==> src/rtl/sar_ctrl_pkg.sv <==
package sar_ctrl_pkg;

    typedef enum logic [1:0] {
        PH_IDLE   = 2'd0,
        PH_ARMED  = 2'd1,
        PH_RUN    = 2'd2,
        PH_SETTLE = 2'd3
    } phase_e;

    // Resolution decode: 01 -> first short length, 10 -> second, else full
    function automatic int res_bits(input logic [1:0] sel, input int full,
                                    input int short_a, input int short_b);
        case (sel)
            2'b01:   return short_a;
            2'b10:   return short_b;
            default: return full;
        endcase
    endfunction

endpackage

==> src/rtl/sar_start_edge.sv <==
module sar_start_edge (
    input  logic clk,
    input  logic rst,
    input  logic conv_start,
    output logic lead,
    output logic trail
);
    typedef struct packed {
        logic level;
    } edge_t;

    edge_t e_d, e_q;

    always_comb begin
        e_d       = e_q;
        e_d.level = conv_start;
        lead      = conv_start & ~e_q.level;
        trail     = ~conv_start & e_q.level;
    end

    always_ff @(posedge clk) begin
        if (rst) e_q <= '0;
        else     e_q <= e_d;
    end
endmodule

==> src/rtl/sar_sequencer.sv <==
module sar_sequencer
    import sar_ctrl_pkg::*;
#(
    parameter int WIDTH   = 12,
    parameter int SHORT_A = 10,
    parameter int SHORT_B = 8,
    parameter int CW      = $clog2(WIDTH + 2)
) (
    input  logic          clk,
    input  logic          rst,
    input  logic          lead,
    input  logic          trail,
    input  logic          step_en,
    input  logic [1:0]    res_sel,
    output logic          busy,
    output logic          init,
    output logic          step,
    output logic [CW-1:0] step_idx,
    output logic [CW-1:0] nbits
);
    typedef struct packed {
        phase_e        phase;
        logic [CW-1:0] cnt;
        logic [CW-1:0] nbits;
    } seq_t;

    seq_t s_d, s_q;

    always_comb begin
        s_d  = s_q;
        init = 1'b0;
        step = 1'b0;
        case (s_q.phase)
            PH_IDLE: begin
                if (lead) begin
                    init      = 1'b1;
                    s_d.phase = PH_ARMED;
                    s_d.cnt   = '0;
                    s_d.nbits = CW'(res_bits(res_sel, WIDTH, SHORT_A, SHORT_B));
                end
            end
            PH_ARMED: begin
                if (trail) s_d.phase = PH_RUN;
            end
            PH_RUN: begin
                if (step_en) begin
                    step    = 1'b1;
                    s_d.cnt = s_q.cnt + 1'b1;
                    if (s_q.cnt == s_q.nbits) s_d.phase = PH_SETTLE;
                end
            end
            PH_SETTLE: s_d.phase = PH_IDLE;
            default:   s_d.phase = PH_IDLE;
        endcase
    end

    always_ff @(posedge clk) begin
        if (rst) begin
            s_q.phase <= PH_IDLE;
            s_q.cnt   <= '0;
            s_q.nbits <= CW'(WIDTH);
        end else begin
            s_q <= s_d;
        end
    end

    assign busy     = (s_q.phase != PH_IDLE);
    assign step_idx = s_q.cnt;
    assign nbits    = s_q.nbits;
endmodule

==> src/rtl/sar_trial_reg.sv <==
module sar_trial_reg #(
    parameter int WIDTH = 12,
    parameter int CW    = $clog2(WIDTH + 2)
) (
    input  logic             clk,
    input  logic             rst,
    input  logic             init,
    input  logic             step,
    input  logic [CW-1:0]    step_idx,
    input  logic [CW-1:0]    nbits,
    input  logic             cmp_keep,
    output logic [WIDTH-1:0] trial,
    output logic             dec_valid,
    output logic             dec_bit
);
    typedef struct packed {
        logic [WIDTH-1:0] word;
    } trial_t;

    trial_t t_d, t_q;

    always_comb begin
        t_d       = t_q;
        dec_valid = step && (step_idx != '0);
        dec_bit   = cmp_keep;
        if (init) begin
            t_d.word = '0;
        end else if (step) begin
            for (int b = 0; b < WIDTH; b++) begin
                if (step_idx == '0) begin
                    t_d.word[b] = (b == WIDTH - 1);
                end else begin
                    // decision on the pending bit
                    if (b == WIDTH - int'(step_idx) && !cmp_keep)
                        t_d.word[b] = 1'b0;
                    // next lower bit goes into trial while bits remain
                    if (b == WIDTH - 1 - int'(step_idx) && step_idx < nbits)
                        t_d.word[b] = 1'b1;
                end
            end
        end
    end

    always_ff @(posedge clk) begin
        if (rst) t_q <= '0;
        else     t_q <= t_d;
    end

    assign trial = t_q.word;
endmodule

==> src/rtl/sar_out_stage.sv <==
module sar_out_stage (
    input  logic clk,
    input  logic rst,
    input  logic step,
    input  logic dec_valid,
    input  logic dec_bit,
    output logic conv_clk,
    output logic ser_out
);
    typedef struct packed {
        logic cclk;
        logic ser;
    } out_t;

    out_t o_d, o_q;

    always_comb begin
        o_d      = o_q;
        o_d.cclk = step;
        if (step) o_d.ser = dec_valid ? ~dec_bit : 1'b1;
    end

    always_ff @(posedge clk) begin
        if (rst) begin
            o_q.cclk <= 1'b0;
            o_q.ser  <= 1'b1;
        end else begin
            o_q <= o_d;
        end
    end

    assign conv_clk = o_q.cclk;
    assign ser_out  = o_q.ser;
endmodule

==> src/rtl/sar_conv_ctrl.sv <==
module sar_conv_ctrl #(
    parameter int WIDTH   = 12,
    parameter int SHORT_A = 10,
    parameter int SHORT_B = 8
) (
    input  logic             clk,
    input  logic             rst,
    input  logic             conv_start,
    input  logic             step_en,
    input  logic             cmp_keep,
    input  logic [1:0]       res_sel,
    output logic [WIDTH-1:0] trial,
    output logic             busy,
    output logic             conv_clk,
    output logic             ser_out,
    output logic [WIDTH-1:0] par_out
);
    localparam int CW = $clog2(WIDTH + 2);

    logic          lead, trail, init, step, dec_valid, dec_bit;
    logic [CW-1:0] step_idx, nbits;

    sar_start_edge u_edge (
        .clk(clk), .rst(rst), .conv_start(conv_start),
        .lead(lead), .trail(trail)
    );

    sar_sequencer #(.WIDTH(WIDTH), .SHORT_A(SHORT_A), .SHORT_B(SHORT_B), .CW(CW)) u_seq (
        .clk(clk), .rst(rst), .lead(lead), .trail(trail), .step_en(step_en),
        .res_sel(res_sel), .busy(busy), .init(init), .step(step),
        .step_idx(step_idx), .nbits(nbits)
    );

    sar_trial_reg #(.WIDTH(WIDTH), .CW(CW)) u_trial (
        .clk(clk), .rst(rst), .init(init), .step(step), .step_idx(step_idx),
        .nbits(nbits), .cmp_keep(cmp_keep), .trial(trial),
        .dec_valid(dec_valid), .dec_bit(dec_bit)
    );

    sar_out_stage u_out (
        .clk(clk), .rst(rst), .step(step), .dec_valid(dec_valid),
        .dec_bit(dec_bit), .conv_clk(conv_clk), .ser_out(ser_out)
    );

    assign par_out = ~trial;
endmodule

==> config.mk <==
export PLATFORM = sky130hd
export DESIGN_NAME = sar_conv_ctrl
export DESIGN_NICKNAME = d
export VERILOG_FILES = /design/src/rtl/sar_ctrl_pkg.sv /design/src/rtl/sar_start_edge.sv /design/src/rtl/sar_sequencer.sv /design/src/rtl/sar_trial_reg.sv /design/src/rtl/sar_out_stage.sv /design/src/rtl/sar_conv_ctrl.sv
export SDC_FILE = /design/constraint.sdc
export NUM_CORES = 1
export LEC_CHECK = 0
export ABC_AREA = 1
export ABC_CLOCK_PERIOD_IN_PS = 2400
export BUFFER_PORTS_ARGS = -buffer_cell sky130_fd_sc_hd__buf_2
export CORE_MARGIN = 3
export CORE_UTILIZATION = 25
export DETAILED_ROUTE_END_ITERATION = 8
export PLACE_DENSITY = 0.48
export SKIP_LAST_GASP = 1
export SLEW_MARGIN = 5
export SYNTH_ARGS = -nofsm -noshare
export SYNTH_HDL_FRONTEND = slang
export SYNTH_SLANG_ARGS = --single-unit
==> constraint.sdc <==
create_clock -name clk -period 2.4 [get_ports clk]
set_clock_uncertainty 0.15 [all_clocks]
set_input_delay 0.24 -clock clk [delete_from_list [all_inputs] [get_ports clk]]
set_output_delay 0.24 -clock clk [all_outputs]
set_load 0.005 [all_outputs]
==> impl_results.md <==
- Outcome: completed
- Clock-pin slew on the worst setup and hold paths: ~100 ps
- Pre-Repair DR Iteration Count: 4
- Crit path arrival time: 2040 ps
- CTS tree: done
- H-tree level count: 1
- Placed insts: 332
- GRT Overall Usage: 11.7%
- Routed len/inst: 11.3 um
- Die Ht: approximately 83 um
- Layout cells sized above 1: 20.8%
- WP data required: around 2500 ps
- DR DRC count: 0
- I/O pins: 34
- CTS Hold Bufs: 0
- Core ar.: 5640 um^2
- Slowest stage cell, crit path: dfxtp_1
- R2R Path Start: u_seq.step_idx[0]
- Vias in the first global route: 1,457
- Final std cells w/o fill: 336
- RSZ-0062 raised after global routing: no
- Vias per inst: around 4.4
- Syn avg cell area: 6.48 um^2
- Commonest cells post-synth: nand2_1 (65), inv_1 (33), nand3_1 (26)
- Maxcap violations: 0
- Register area share after synthesis: 30.9%
- Min cycle time layout: between 1500 and 2000 ps
- Sink Count: 23
- GP Congestion: 0.852
- Crit-path max cell delay: 450 ps
- Final TNS setup: 0 ps
- Crit path to: u_trial.trial[4]
- Setup Fix Bufs, Post-CTS: 0
- Reg2reg path depth: 11
- Initial DRC Count: between 60 and 70
- Die width: between 80 and 90 um
- Register area: 460 um^2
- R2R setup slack: 410 ps
- Fill cells: 663
- Pins Over Slew Limit: 0
- Antenna Cells: 0
- Worst skew pair latency: 270 ps
- Multi-input logic area: 862 um^2
- Routed Antenna Nets: 0
- Area delta synth->final: 18.9%
- Placed Area: 1720 um^2
- Synthesized netlist cell count: 230
- Final HPWL DP: around 2.9 mm
- Pleak: around 0.00075 uW
- Synthesized cell area: roughly 1500 um^2
- RR Endpoint: u_trial.trial[4]
- Via count: 1,485
- Clock tree buffer depth: 2
- Fmax: 0.504 GHz
- Largest net degree at the start of global routing: 15
- PD cells: 561 nW/um^2
- Die ar.: 6930 um^2
- #FFs+latches synth: 23
- Synth async-reset ratio: 0%
- Detailed Route WL: 3.78 mm
- Post-layout instance area: 1770 um^2
- Number of buffers created by CTS: 3
- Root buffer cell: clkbuf_8
- Share of the synthesized area in the top cell type: a little under a third
- Peak supply drop: approximately 0.28 mV
- Setup-failing EPs final: 0
- Ys Warns: 0
- Top FF cell, synth: dfxtp_1
- Crit-path most repeated cell: nand2_1
- Crit-path max FO: 9
- Wire length of the first global-routing pass: 6.84 mm
- Worst setup EP type: flop
- Initial antenna violation count: 0
- Worst Max-Slew Pin Slew: 509 ps
- CP cell instances: inv_1 -> ha_1 -> inv_1 -> nor2_1 -> nor2_4 -> inv_2 -> nand3_1 -> nand2_1 -> nand2_1 -> nand2_1 -> a21oi_1
- Tcrit/Tclk final: roughly 83%
- Syn nets: 248
- GRT overflow: 0
- Worst setup path startpoint: u_seq.step_idx[0]
- Hold Vio Cnt, Final: 0
- Starting density of the core: a little over a quarter
- Count of input and output buffers: 33
- Post-synth EDFFs: 0
- Slew headroom: 66.0%
- Synth area leaders: dfxtp_1 (31%), nand2_1 (16%), ha_1 (9.2%)
- Largest area contributor in the netlist: dfxtp_1
- Post_cts resized: 0
- Post-synthesis cell type count: 24
- Hold Crit Class: input pin to flop
- Final nets: roughly 280
- Crit path kind: flop to flop
- Startpoint types: flop
- Most common cell in the netlist: nand2_1
- Cell Rows: 27
## state kept, by name, indices dropped and copies added, names as in the netlist
| register | cells |
|---|---|
| u_edge.e_q | 1 |
| u_out.conv_clk | 1 |
| u_out.ser_out | 1 |
| u_trial.trial | 12 |
| u_seq.s_q | 2 |
| u_seq.nbits | 2 |
| u_seq.step_idx | 4 |
## cells in the final DEF (no fill, tap or decap), drive strengths merged, types with 2 or more instances in the layout
master and count:
inv 39, ha 11, clkbuf 3, nand2 67, o21ai 7, dfxtp 23, buf 33, nand3 26
a211oi 2, nor2 29, nand4 2, a21oi 16
## power by group
part	total [uW]	switching, uW	leakage (uW)	internal [uW]
clock network	262	144	0.0000217	118
registers	422	15.8	0.000186	406
logic	311	209	0.000538	102
total	995	368	0.000746	626
## stage by stage
stage / util, % / worst slack, ps / total power [uW] / hold slack (ps)
2_1_floorplan: - / 731 / 664 / 159
3_3_place_gp: 30.6 / 490 / 747 / 292
3_5_place_dp: 30.6 / 452 / 745 / 316
4_1_cts: 31.4 / 416 / 1020 / 29.4
5_1_grt: 31.4 / 143 / 1080 / 40.1
6_report: 31.4 / 414 / 995 / 36.2
## critical path, delay by kind of cell (launching register included)
family | cells | cell delay (ps)
and+or+nand+nor | 6 | 560
buffers and inverters | 3 | 390
adders and majority gates | 1 | 250
DFF | 1 | 450
AOI/OAI and AO/OA | 1 | 110
## area by class of cell
cell class | instances | share of cell area (%)
Clock buffer | 3 | 2.33
Clock inverter | 1 | 0.423
Inverter | 39 | 8.26
Multi-Input combinational cell | 165 | 48.6
Sequential cell | 23 | 26.0
Tap cell | 72 | 5.08
Timing Repair Buffer | 33 | 9.32
## per-layer routing
metal	vias to the layer above	part of all wire [%]	GRT usage (%)
met3	4	4.6	2.58
met2	32	44	19.5
met4	0	0.77	2.23
li1	792	-	-
met5	-	0	0
met1	657	51	15.7
## worst min-delay path by stage
stage	slack, ps	depth (start not counted)	from	end
final	40	3	conv_start	u_edge.e_q
after global routing	40	3	conv_start	u_edge.e_q
after CTS	30	3	conv_start	u_edge.e_q
after detailed placement	320	2	u_trial.trial[2]	u_trial.trial[2]
after global placement	290	2	u_seq.nbits[2]	u_seq.nbits[2]
after floorplan	160	1	rst	u_seq.nbits[1]
## cells by family after synthesis
family / after synthesis / synth area share (%)
AND/OR/NAND/NOR: 128 / 38.8
buffers and inverters: 42 / 11.3
flip-flops: 23 / 30.9
adder cells (fa/ha/maj): 11 / 9.23
AO/OA/AOI/OAI: 26 / 9.73
Note: power is estimated with default switching activity, not from simulation.
